[src/rtl/dma_pkg.sv]
package dma_pkg;

    // Sequencer states
    typedef enum logic [1:0] {
        S_ARB   = 2'd0,
        S_READ  = 2'd1,
        S_WRITE = 2'd2
    } dma_state_t;

    // Per-channel control word, bit 0 = enable
    typedef struct packed {
        logic ext;   // [5] external start
        logic rpt;   // [4] repeat
        logic wide;  // [3] two-byte step
        logic dir;   // [2] decrement
        logic ie;    // [1] interrupt enable
        logic en;    // [0] enable
    } dma_ctrl_t;

    localparam int CTRL_W = 6;

    localparam logic [1:0] SEL_ADDR = 2'd0;
    localparam logic [1:0] SEL_IO   = 2'd1;
    localparam logic [1:0] SEL_CNT  = 2'd2;
    localparam logic [1:0] SEL_CTRL = 2'd3;

endpackage

[src/rtl/dma_sync.sv]
module dma_sync #(
    parameter int W = 2
) (
    input  logic         clk,
    input  logic         rst_n,
    input  logic [W-1:0] din,
    output logic [W-1:0] dout
);
    localparam int STAGES = 2;

    logic [W-1:0] stg [STAGES];

    always_ff @(posedge clk or negedge rst_n) begin
        if (!rst_n) begin
            for (int i = 0; i < STAGES; i++) stg[i] <= '0;
        end else begin
            stg[0] <= din;
            for (int i = 1; i < STAGES; i++) stg[i] <= stg[i-1];
        end
    end

    assign dout = stg[STAGES-1];

    for (genvar b = 0; b < W; b++) begin : g_chk

        sync_delay_chk: assert property (@(posedge clk) disable iff (!rst_n)
            $rose(dout[b]) |-> $past(din[b], 2));
    end

endmodule

[src/rtl/dma_arb.sv]
module dma_arb #(
    parameter int N = 4,
    localparam int IW = $clog2(N)
) (
    input  logic [N-1:0]  req,
    output logic [IW-1:0] idx,
    output logic          any
);
    // Fixed priority: lowest index wins
    always_comb begin
        idx = '0;
        any = |req;
        for (int i = N - 1; i >= 0; i--) begin
            if (req[i]) idx = IW'(i);
        end
    end

endmodule

[src/rtl/dma_chan.sv]
module dma_chan
    import dma_pkg::*;
#(
    parameter int AW = 16,
    parameter int DW = 16,
    parameter int CW = 8
) (
    input  logic          clk,
    input  logic          rst_n,
    input  logic          wr_en,
    input  logic [1:0]    wr_sel,
    input  logic [AW-1:0] wr_data,
    input  logic          trig,
    input  logic          ext_lvl,
    input  logic          rd_fire,
    input  logic          wr_fire,
    input  logic [DW-1:0] rdata,
    output logic [AW-1:0] mar,
    output logic [AW-1:0] ioar,
    output logic [DW-1:0] hold,
    output logic          req,
    output logic          rd_done,
    output logic          tc,
    output logic          ext_mode,
    output logic          irq
);
    dma_ctrl_t     ctrl;
    logic [AW-1:0] mar0;
    logic [CW-1:0] cnt, cnt0;
    logic          pend;
    logic [AW-1:0] step, mar_adv;

    assign step    = ctrl.wide ? AW'(2) : AW'(1);
    assign mar_adv = ctrl.dir ? (mar - step) : (mar + step);
    assign tc      = (cnt == CW'(1));

    always_ff @(posedge clk or negedge rst_n) begin
        if (!rst_n) begin
            mar     <= '0;
            mar0    <= '0;
            ioar    <= '0;
            cnt     <= '0;
            cnt0    <= '0;
            ctrl    <= '0;
            pend    <= 1'b0;
            rd_done <= 1'b0;
            hold    <= '0;
        end else begin
            if (rd_fire) begin
                pend    <= 1'b0;
                rd_done <= 1'b1;
                hold    <= rdata;
                mar     <= mar_adv;
            end
            if (wr_fire) begin
                rd_done <= 1'b0;
                if (tc && ctrl.rpt) begin
                    mar <= mar0;
                    cnt <= cnt0;
                end else begin
                    cnt <= cnt - CW'(1);
                    if (tc) ctrl.en <= 1'b0;
                end
            end
            if (trig && ctrl.en && !ctrl.ext) pend <= 1'b1;
            if (wr_en) begin
                unique case (wr_sel)
                    SEL_ADDR: begin
                        mar  <= wr_data;
                        mar0 <= wr_data;
                    end
                    SEL_IO:   ioar <= wr_data;
                    SEL_CNT: begin
                        cnt  <= wr_data[CW-1:0];
                        cnt0 <= wr_data[CW-1:0];
                    end
                    SEL_CTRL: ctrl <= dma_ctrl_t'(wr_data[CTRL_W-1:0]);
                endcase
            end
        end
    end

    assign req      = ctrl.en && (rd_done || (ctrl.ext ? ext_lvl : pend));
    assign ext_mode = ctrl.ext;
    assign irq      = ctrl.ie && !ctrl.en;


    count_stop_chk: assert property (@(posedge clk) disable iff (!rst_n)
        (wr_fire && tc && !ctrl.rpt && !wr_en) |=> !ctrl.en);


    rpt_reload_chk: assert property (@(posedge clk) disable iff (!rst_n)
        (wr_fire && tc && ctrl.rpt && !wr_en) |=> (cnt == cnt0) && (mar == mar0) && ctrl.en);

endmodule

[src/rtl/dma_ctl.sv]
module dma_ctl
    import dma_pkg::*;
#(
    parameter int NCH = 4,
    parameter int AW  = 16,
    parameter int DW  = 16,
    parameter int CW  = 8,
    localparam int CHW = $clog2(NCH)
) (
    input  logic           clk,
    input  logic           rst_n,
    input  logic           cfg_we,
    input  logic [CHW-1:0] cfg_ch,
    input  logic [1:0]     cfg_sel,
    input  logic [AW-1:0]  cfg_wdata,
    input  logic [NCH-1:0] sw_trig,
    input  logic [NCH-1:0] ext_req,
    input  logic [CHW-1:0] rd_ch,
    output logic [AW-1:0]  rd_addr,
    output logic           bus_req,
    output logic           bus_we,
    output logic [AW-1:0]  bus_addr,
    output logic [DW-1:0]  bus_wdata,
    input  logic [DW-1:0]  bus_rdata,
    input  logic           bus_gnt,
    output logic           tend,
    output logic [NCH-1:0] irq
);
    localparam int NSLOT = 1 << CHW;

    dma_state_t       state, nxt;
    logic [CHW-1:0]   cur, pick;
    logic             any;
    logic             rd_fire, wr_fire;
    logic [NCH-1:0]   ext_s;

    logic [AW-1:0]    mar_a  [NSLOT];
    logic [AW-1:0]    io_a   [NSLOT];
    logic [DW-1:0]    hold_a [NSLOT];
    logic [NSLOT-1:0] req_v, done_v, tc_v, ext_v;

    dma_sync #(.W(NCH)) u_sync (
        .clk  (clk),
        .rst_n(rst_n),
        .din  (ext_req),
        .dout (ext_s)
    );

    for (genvar c = 0; c < NSLOT; c++) begin : g_ch
        if (c < NCH) begin : g_real
            dma_chan #(.AW(AW), .DW(DW), .CW(CW)) u_chan (
                .clk     (clk),
                .rst_n   (rst_n),
                .wr_en   (cfg_we && (cfg_ch == CHW'(c))),
                .wr_sel  (cfg_sel),
                .wr_data (cfg_wdata),
                .trig    (sw_trig[c]),
                .ext_lvl (ext_s[c]),
                .rd_fire (rd_fire && (cur == CHW'(c))),
                .wr_fire (wr_fire && (cur == CHW'(c))),
                .rdata   (bus_rdata),
                .mar     (mar_a[c]),
                .ioar    (io_a[c]),
                .hold    (hold_a[c]),
                .req     (req_v[c]),
                .rd_done (done_v[c]),
                .tc      (tc_v[c]),
                .ext_mode(ext_v[c]),
                .irq     (irq[c])
            );
        end else begin : g_pad
            assign mar_a[c]  = '0;
            assign io_a[c]   = '0;
            assign hold_a[c] = '0;
            assign req_v[c]  = 1'b0;
            assign done_v[c] = 1'b0;
            assign tc_v[c]   = 1'b0;
            assign ext_v[c]  = 1'b0;
        end
    end

    dma_arb #(.N(NSLOT)) u_arb (
        .req(req_v),
        .idx(pick),
        .any(any)
    );

    // State register
    always_ff @(posedge clk or negedge rst_n) begin
        if (!rst_n) begin
            state <= S_ARB;
            cur   <= '0;
        end else begin
            state <= nxt;
            if (state == S_ARB && any) cur <= pick;
        end
    end

    // Next state
    always_comb begin
        nxt = state;
        unique case (state)
            S_ARB:   if (any) nxt = done_v[pick] ? S_WRITE : S_READ;
            S_READ:  if (bus_gnt) nxt = S_ARB;
            S_WRITE: if (bus_gnt) nxt = S_ARB;
            default: nxt = S_ARB;
        endcase
    end

    // Outputs
    always_comb begin
        bus_req   = (state == S_READ) || (state == S_WRITE);
        bus_we    = (state == S_WRITE);
        bus_addr  = bus_we ? io_a[cur] : mar_a[cur];
        bus_wdata = hold_a[cur];
        rd_fire   = (state == S_READ) && bus_gnt;
        wr_fire   = (state == S_WRITE) && bus_gnt;
        tend      = (state == S_WRITE) && tc_v[cur] && ext_v[cur];
    end

    assign rd_addr = mar_a[rd_ch];


    req_hold_chk: assert property (@(posedge clk) disable iff (!rst_n)
        (bus_req && !bus_gnt) |=> bus_req && $stable(bus_addr) && $stable(bus_we));


    tend_write_chk: assert property (@(posedge clk) disable iff (!rst_n)
        tend |-> (bus_req && bus_we));


    top_prio_chk: assert property (@(posedge clk) disable iff (!rst_n)
        (state == S_ARB && req_v[0]) |=> (cur == '0) && (state != S_ARB));


    write_after_read_chk: assert property (@(posedge clk) disable iff (!rst_n)
        (state == S_WRITE) |-> done_v[cur]);

endmodule

[config.mk]
export PLATFORM = sky130hd
export DESIGN_NAME = dma_ctl
export DESIGN_NICKNAME = d
export VERILOG_FILES = /design/src/rtl/dma_pkg.sv /design/src/rtl/dma_sync.sv /design/src/rtl/dma_arb.sv /design/src/rtl/dma_chan.sv /design/src/rtl/dma_ctl.sv
export SDC_FILE = /design/constraint.sdc
export NUM_CORES = 1
export LEC_CHECK = 0
export ABC_AREA = 0
export BUFFER_PORTS_ARGS = -buffer_cell sky130_fd_sc_hd__buf_2
export CORE_ASPECT_RATIO = 0.5
export CORE_UTILIZATION = 40
export CTS_BUF_LIST = sky130_fd_sc_hd__clkbuf_8
export DETAILED_ROUTE_END_ITERATION = 8
export GPL_ROUTABILITY_DRIVEN = 1
export PLACE_DENSITY_LB_ADDON = 0.3
export SLEW_MARGIN = 5
export SYNTH_ARGS = -nofsm -noshare
export SYNTH_HDL_FRONTEND = slang
export SYNTH_SLANG_ARGS = --single-unit
[constraint.sdc]
create_clock -name clk -period 6.2 [get_ports clk]
set_input_delay 0.62 -clock clk [delete_from_list [all_inputs] [get_ports clk]]
set_output_delay 0.62 -clock clk [all_outputs]
set_load 0.05 [all_outputs]
# --- After elaboration in Yosys (flattened, before gate mapping) ---
# Index checks and enable logic that the tools add are counted.
word_totals:
  regBits: 364
  output_inout_bits: 55
  elab_cells: 287
op_classes:
  addsub: 12
  n_lt_le_gt_ge: 4
  n_eq_ne: 17
  muxes: 111
  bitwise: 2
  reduce_logical: 81
op_table:
  columns: ["cell", "n"]
  rows:
  - ["$mux 16", 33]
  - ["$bmux 16 s2", 4]
  - ["$mux 8", 16]
  - ["$add 16x16->16", 4]
  - ["$sub 16x16->16", 4]
  - ["$mux 1", 43]
  - ["$logic_and 1x1->1", 37]
  - ["$reduce_and 2->1", 17]
  - ["$eq 8x1->1 const B", 4]
  - ["$sub 8x1->8 const B", 4]
  - ["$mux 2", 11]
  - ["$reduce_bool 2->1", 8]
  - ["$eq 2x2->1 const B", 7]
  - ["$eq 2x1->1 const B", 4]
  - ["$logic_not 1->1", 8]
  - ["$logic_not 2->1", 4]
  - ["$bmux 1 s2", 3]
  - ["$ge 3x3->1 const B", 2]
  - ["$lt 2x3->1 const B", 2]
  - ["$not 2->3", 2]
  - ["$logic_or 1x1->1", 5]
  - ["$pmux 2 s2", 1]
  - ["$reduce_or 4->1", 1]
  - ["$ne 2x1->1 const B", 1]
  - ["2 further kinds", 2]

# --- Logic depth before layout (Yosys ltp) ---
# Gate-level depths: netlist (run 1).
depth:
  depth_word: 12
  depth_mapped: 11
  mapped_depth_nobuf: 11

# --- Hierarchy ---
# A second synthesis (run 1) with hierarchy kept.
hier_totals:
  hier_cells: 2135
  area_unflattened_um2: 21648.3
by_module_without_submodules:
  columns: ["mod", "instances", "cells_per_inst", "area_each_um2", "seq_area_each_um2"]
  rows:
  - ["dma_chan at g_ch[1].g_real.u_chan ...", 2, 492, 4805.9, 2202.1]
  - ["dma_chan at g_ch[3].g_real.u_chan", 1, 492, 4785.8, 2202.1]
  - ["dma_chan at g_ch[0].g_real.u_chan", 1, 494, 4769.6, 2202.1]
  - ["dma_ctl", 1, 146, 2215.9, 100.1]
  - ["dma_sync", 1, 12, 230.2, 200.2]
  - ["dma_arb", 1, 7, 35.0, 0.0]

# --- Worst setup path after synthesis (run 1) ---
# No wires, ideal clock.
synth_path:
  path_type: "register to output"
  from: "register cur[0]"
  to: "output bus_addr[0]"
  arrival_ns: 2.612
  t_required_ns: 5.580
  slack_ns: 2.968
  path_stages_with_launch: 7
  n_path_buf: 4
  path_cell_list: "dfrtp_1 > buf_2 > buf_4 > buf_2 > buf_2 > mux4_2 > o21ai_0"
synth_via:
  elab_chain_cells: 5
synth_lines:
  columns: ["item", "line_no", "text"]
  rows:
  - ["from (decl)", "dma_ctl.sv:32", "logic [CHW-1:0] cur, pick;"]
  - ["from (signal assigned)", "dma_ctl.sv:95", "if (state == S_ARB && any) cur <= pick;"]
  - ["$not 2->3 (not written as such) *", "dma_ctl.sv:114", "bus_addr = bus_we ? io_a[cur] : mar_a[cur];"]
  - ["$bmux 16 s2", "dma_ctl.sv:114", null]
  - ["$mux 16 (not written as such) (2 in a row)", "dma_ctl.sv:114", null]
  - ["$mux 16 *", "dma_ctl.sv:114", null]
  - ["to (decl)", "dma_ctl.sv:22", "output logic [AW-1:0] bus_addr,"]
# Every way passes the cells marked *; elsewhere a longest branch is shown, timed or not. The select of a mux whose other input is x is not followed.

# --- Worst setup path in the final report (run 1) ---
layout_path:
  from: "register cur[0]"
  to: "output bus_addr[9]"
# The elaborated chain is that of the path after synthesis.

==> results of run 1 <==
-- worst min path at each step --
stage | endpoint | cells past startpoint
finish | g_ch[0].g_real.u_chan.cnt0[5] | 1
global route | u_sync.stg[5] | 1
CTS | u_sync.stg[7] | 1
detailed placement | u_sync.dout[3] | 0
global placement | u_sync.dout[3] | 0
floorplan | cur[0] | 0
-- synth_stat cells (5+ instances only) --
| library cell | n | area, um^2 |
|---|---|---|
| a211oi_1 | 28 | 210 |
| a21o_1 | 25 | 188 |
| a21oi_1 | 94 | 470 |
| a31oi_1 | 10 | 62.6 |
| and3_1 | 20 | 125 |
| buf_1 | 6 | 22.5 |
| buf_2 | 36 | 180 |
| buf_4 | 7 | 52.6 |
| clkbuf_1 | 76 | 285 |
| dfrtp_1 | 364 | 9110 |
| ha_1 | 71 | 888 |
| inv_1 | 41 | 154 |
| mux2_2 | 97 | 1090 |
| mux2i_1 | 12 | 120 |
| mux4_2 | 65 | 1460 |
| nand2_1 | 602 | 2260 |
| nand2b_1 | 16 | 100 |
| nand3_1 | 31 | 155 |
| nand3b_1 | 6 | 45.0 |
| nand4_1 | 10 | 62.6 |
| nor2_1 | 91 | 342 |
| nor2b_1 | 26 | 163 |
| nor3_1 | 32 | 160 |
| nor3b_1 | 15 | 113 |
| nor4_1 | 9 | 56.3 |
| o2111ai_1 | 5 | 43.8 |
| o211a_1 | 7 | 70.1 |
| o211ai_1 | 30 | 225 |
| o21a_1 | 11 | 82.6 |
| o21ai_0 | 162 | 811 |
| o21ai_1 | 11 | 55.1 |
| o221ai_1 | 10 | 87.6 |
| o31a_1 | 8 | 70.1 |
| o31ai_1 | 14 | 105 |
| or3_1 | 16 | 100 |
| xnor2_1 | 20 | 175 |
| xor2_1 | 15 | 131 |
-- report_power, final --
| part | switching (W) | internal, W | leakage, nW |
|---|---|---|---|
| sequential | 0.000845 | 0.00312 | 4.54 |
| combinational | 0.00308 | 0.00212 | 5.53 |
| clock | 0.00101 | 0.00117 | 0.671 |
-- registers in the layout, indices dropped and copies added (netlist names) --
name	cells
g_ch.g_real.u_chan.hold	64
g_ch.g_real.u_chan.ioar	64
g_ch.g_real.u_chan.mar0	64
g_ch.g_real.u_chan.mar	64
g_ch.g_real.u_chan.cnt0	32
g_ch.g_real.u_chan.cnt	32
g_ch.g_real.u_chan.ctrl	20
g_ch.g_real.u_chan.ext_mode	4
g_ch.g_real.u_chan.pend	4
g_ch.g_real.u_chan.rd_done	4
u_sync.dout	4
u_sync.stg	4
cur	2
state	2
-- per-layer routing --
metal | vias to the layer above | track usage | part of all wire
met5 | - | 0 | 0
met2 | 540 | 0.374 | 0.46
met1 | 8384 | 0.326 | 0.45
li1 | 7911 | - | -
met4 | 0 | 0.0808 | 0.033
met3 | 116 | 0.0321 | 0.059
-- final cells by class --
| type | instances | area share |
|---|---|---|
| diodes | 1 | 0.000108 |
| clock buffers | 69 | 0.0410 |
| clock inverters | 31 | 0.0110 |
| inverters | 42 | 0.00681 |
| multi-input cells | 1661 | 0.477 |
| flip-flops and latches | 364 | 0.394 |
| well taps | 690 | 0.0373 |
| repair buffers | 133 | 0.0329 |
-- cells by family after synthesis --
| group | Yosys count | synth area share |
|---|---|---|
| AO/OA/AOI/OAI | 464 | 0.142 |
| multiplexers | 176 | 0.130 |
| XOR/XNOR | 35 | 0.0147 |
| flip-flops | 364 | 0.437 |
| AND/OR/NAND/NOR | 911 | 0.195 |
| buffers and inverters | 168 | 0.0341 |
| adder cells (fa/ha/maj) | 75 | 0.0465 |
-- stage by stage --
| step | setup WS (ns) | instances | util | hold WS [ns] | cell area, um^2 |
|---|---|---|---|---|---|
| after floorplan | 2.97 | 2193 | - | 0.324 | 20800 |
| after global placement | 2.77 | 2890 | 0.432 | 0.334 | 21900 |
| after detailed placement | 2.70 | 2890 | 0.432 | 0.335 | 21900 |
| after CTS | 2.24 | 2990 | 0.455 | 0.0559 | 23100 |
| after global routing | 2.12 | 2991 | 0.456 | 0.0640 | 23100 |
| final | 2.32 | 2991 | 0.456 | 0.00553 | 23100 |
==> impl_metrics.json, run 1 <==
{
  "peakVddDrop_mv": 0.366,
  "reg2reg_from": "state[0]",
  "worstMarginPinSlew_ns": 1.25,
  "period_minus_slack_ns": 3.88,
  "finalHoldViolCount": 0,
  "dieWidth_um": 325,
  "yosysSeqAreaShare": 0.437,
  "ctsRootBufferMaster": "clkbuf_8",
  "cts_resized": 0,
  "syn-num-nets": 2318,
  "yosys_warnings": 0,
  "htree_levels": 2,
  "crit_fanout": 43,
  "clk-insertion-delay-late_ns": 0.64,
  "synth_seq_cells": 364,
  "layout-drive-gt1-share": 0.187,
  "postRouteAntennaNets": 0,
  "coreArea_um2": 50800,
  "drv_cap": 0,
  "cp.required_ns": 5.58,
  "hp-class": "primary input to async pin",
  "end_kind": "output port",
  "slew_violations": 0,
  "reg2reg_depth": 9,
  "leakagePower_nw": 10.8,
  "synth_edf_count": 0,
  "critical_path_cell_count": 4,
  "drcViolationCount": 0,
  "maxSlewHeadroom": 0.165,
  "status": "finished clean",
  "post-route-period-util": 0.627,
  "fin_setup_tns_ns": 0,
  "gp_congestion": 0.899,
  "seqCellArea_um2": 9110,
  "drt_pass1_iterations": 5,
  "grt.overflow.total": 0,
  "crit_family": "flip-flops",
  "die_y_um": 163,
  "hold_buffers": 0,
  "cts.clk_slew.worst_paths_ns": 0.07,
  "power.density_nw_per_um2": 491,
  "skew_ns": 0.0265,
  "synth_cell_type_count": 95,
  "cp.arrival_ns": 3.26,
  "clock_path_buffers": 3,
  "ys.flop_type": "dfrtp_1",
  "fillers": 4852,
  "fp-row-count": 58,
  "ff2ff_setup_slack_ns": 2.59,
  "wire_per_inst_um": 20.5,
  "final_common_cell": "nand2_1",
  "port_buffers": 104,
  "grt_max_degree": 156,
  "final_cell_mix": "nand2_1 (602), dfrtp_1 (362), o21ai_0 (162)",
  "cts.sinks": 364,
  "cts-buffers-inserted": 55,
  "antenna_found_initial": 1,
  "layout.nets": 2382,
  "area.growth.synth_to_final_pct": 11.1,
  "crit_chain": "buf_4, mux4_2, mux2_2, buf_2",
  "grt_first_pass_wirelength_mm": 96.7,
  "rr_endpoint": "g_ch[1].g_real.u_chan.mar[15]",
  "viasPerCell": 5.67,
  "cp_num_buf_inv": 2,
  "multiInputGateArea_um2": 11000,
  "syn_area_um2": 20800,
  "first_global_vias": 16484,
  "initial_core_util": 0.410,
  "cp_slowest_cell": "dfrtp_4",
  "wirelength_mm": 61.3,
  "cts_tree": "built",
  "max_stage_delay_ns": 0.94,
  "start_kind": "flop",
  "setup_viol": 0,
  "worstSetupPathType": "flop to output port",
  "rsz0062_at_grt": "no",
  "hpwl_mm": 41.7,
  "endpoint": "bus_addr[9]",
  "startpoint": "cur[0]",
  "fin_total_pwr_w": 0.0114,
  "via_count": 16951,
  "drt_iter0_drc": 1490,
  "cts_setup_buffers": 0,
  "async_flop_share": 1.00,
  "grt_usage": 0.234,
  "syn_avg_cell_area_um2": 9.50,
  "die-area_um2": 53000,
  "syn_inst": 2193,
  "boundaryPins": 105,
  "max_freq_ghz": 0.257
}
Note: power is estimated with default switching activity, not from simulation.
==> run 2: changes to the inputs <==
- clock period: 6.2 -> 3.6 ns (I/O delays scaled with it)
==> impl_metrics.json, run 2 (synthesis gave the netlist of run 1 again) <==
{
  "status": "finished clean",
  "leakagePower_nw": 10.9,
  "cts.clk_slew.worst_paths_ns": 0.07,
  "max_stage_delay_ns": 0.78,
  "first_global_vias": 16406,
  "crit_family": "flip-flops",
  "fin_setup_tns_ns": 0,
  "cts-buffers-inserted": 55,
  "cts_resized": 0,
  "reg2reg_from": "g_ch[1].g_real.u_chan.ctrl[2]",
  "grt.overflow.total": 0,
  "area.growth.synth_to_final_pct": 12.6,
  "setup_slack_ns": 0.280,
  "startpoint": "cur[1]",
  "die-area_um2": 53000,
  "grt_max_degree": 93,
  "worstMarginPinSlew_ns": 1.24,
  "cts_setup_buffers": 0,
  "fin_util": 0.462,
  "hpwl_mm": 43.2,
  "hp-class": "primary input to flop",
  "worstSetupPathType": "flop to output port",
  "fillers": 4889,
  "max_freq_ghz": 0.301,
  "htree_levels": 2,
  "cp_slowest_cell": "dfrtp_2",
  "hold_buffers": 25,
  "coreArea_um2": 50800,
  "postRouteAntennaNets": 0,
  "drt_pass1_iterations": 5,
  "ctsRootBufferMaster": "clkbuf_8",
  "gr-usage-met3": 0.0412,
  "met1_usage": 0.327,
  "hold_start": "cfg_wdata[10]",
  "crit_fanout": 23,
  "grt_usage": 0.237,
  "layout.nets": 2426,
  "cp.arrival_ns": 2.96,
  "clk-insertion-delay-late_ns": 0.63,
  "antenna_found_initial": 0,
  "die_y_um": 163,
  "dieWidth_um": 325,
  "power.density_nw_per_um2": 824,
  "holdWs_ns": 0.0815,
  "slew_violations": 0,
  "period_minus_slack_ns": 3.32,
  "setup_viol": 0,
  "wire_per_inst_um": 20.8,
  "final_cell_mix": "nand2_1 (602), dfrtp_1 (362), o21ai_0 (162)",
  "drcViolationCount": 0,
  "initial_core_util": 0.410,
  "grt_first_pass_wirelength_mm": 97.4,
  "cp_num_buf_inv": 2,
  "cts.sinks": 364,
  "skew_ns": 0.0246,
  "grt.met2_usage": 0.385,
  "finalHoldViolCount": 0,
  "maxSlewHeadroom": 0.173,
  "peakVddDrop_mv": 0.478,
  "cp.required_ns": 3.24,
  "crit_chain": "buf_4, mux4_2, o21ai_0, buf_2",
  "start_kind": "flop",
  "boundaryPins": 105,
  "end_kind": "output port",
  "via_count": 17029,
  "gp_congestion": 0.925,
  "grt.busiest_layer": "met2",
  "port_buffers": 104,
  "fin_total_pwr_w": 0.0193,
  "drt_iter0_drc": 1557,
  "final_common_cell": "nand2_1",
  "wirelength_mm": 62.9,
  "ff2ff_setup_slack_ns": 0.64,
  "drv_cap": 0,
  "rsz0062_at_grt": "no",
  "fp-row-count": 58,
  "viasPerCell": 5.63,
  "clock_path_buffers": 3,
  "layout-drive-gt1-share": 0.188,
  "dpl_worst_slack_ns": 0.690,
  "post-route-period-util": 0.922,
  "cts_tree": "built"
}
==> run 2: changes by cell type in the layout (fill, tap and decap cells not counted), sizes merged <==
cell / before / now
buf: 133 / 152
bufinv: 4 / 1
clkbuf: 69 / 67
clkinv: 12 / 5
dlygate4sd3: 0 / 25
inv: 55 / 56
==> run 2: metal layers <==
| metal | vias up | part of all wire |
|---|---|---|
| li1 | 7987 | - |
| met1 | 8440 | 0.45 |
| met2 | 501 | 0.46 |
| met3 | 101 | 0.066 |
| met4 | 0 | 0.024 |
| met5 | - | 0 |
==> run 2: worst register-to-register path, delay by kind of cell (launching register included) <==
family	cells	cell delay, ns
adder cells (fa/ha/maj)	1	0.22
flip-flops	1	0.75
buffers and inverters	1	0.10
AND/OR/NAND/NOR	3	0.52
AO/OA/AOI/OAI	5	1.25
==> run 2: power breakdown <==
group | total [W] | switching [W] | internal [W]
clock | 0.00345 | 0.00171 | 0.00174
combinational | 0.00911 | 0.00540 | 0.00371
sequential | 0.00677 | 0.00139 | 0.00537
==> run 2: worst paths after layout <==
path                                                        to  cells past startpoint
worst min-delay path            g_ch[0].g_real.u_chan.mar0[10]                      3
max in group asynchronous       g_ch[1].g_real.u_chan.mar0[12]                      3
worst max register to register   g_ch[1].g_real.u_chan.mar[15]                     10
worst min register to register                  u_sync.dout[0]                      0
worst max-delay path                               bus_addr[0]                      4
min in group asynchronous        g_ch[0].g_real.u_chan.cnt0[5]                      2
==> run 2: metrics by stage <==
step | area, um^2 | instances
2_1_floorplan | 20800 | 2193
3_3_place_gp | 22100 | 2909
3_5_place_dp | 22100 | 2909
4_1_cts | 23400 | 3023
5_1_grt | 23400 | 3023
6_report | 23400 | 3024
==> run 2: layout make-up <==
class                   count  area (um^2)  share of cell area
diodes                      1         2.50            0.000107
clock buffers              67          922              0.0393
clock inverters            22          129             0.00550
inverters                  42          158             0.00672
multi-input cells        1661        11000               0.471
flip-flops and latches    364         9110               0.389
well taps                 690          863              0.0368
repair buffers            177         1220              0.0519
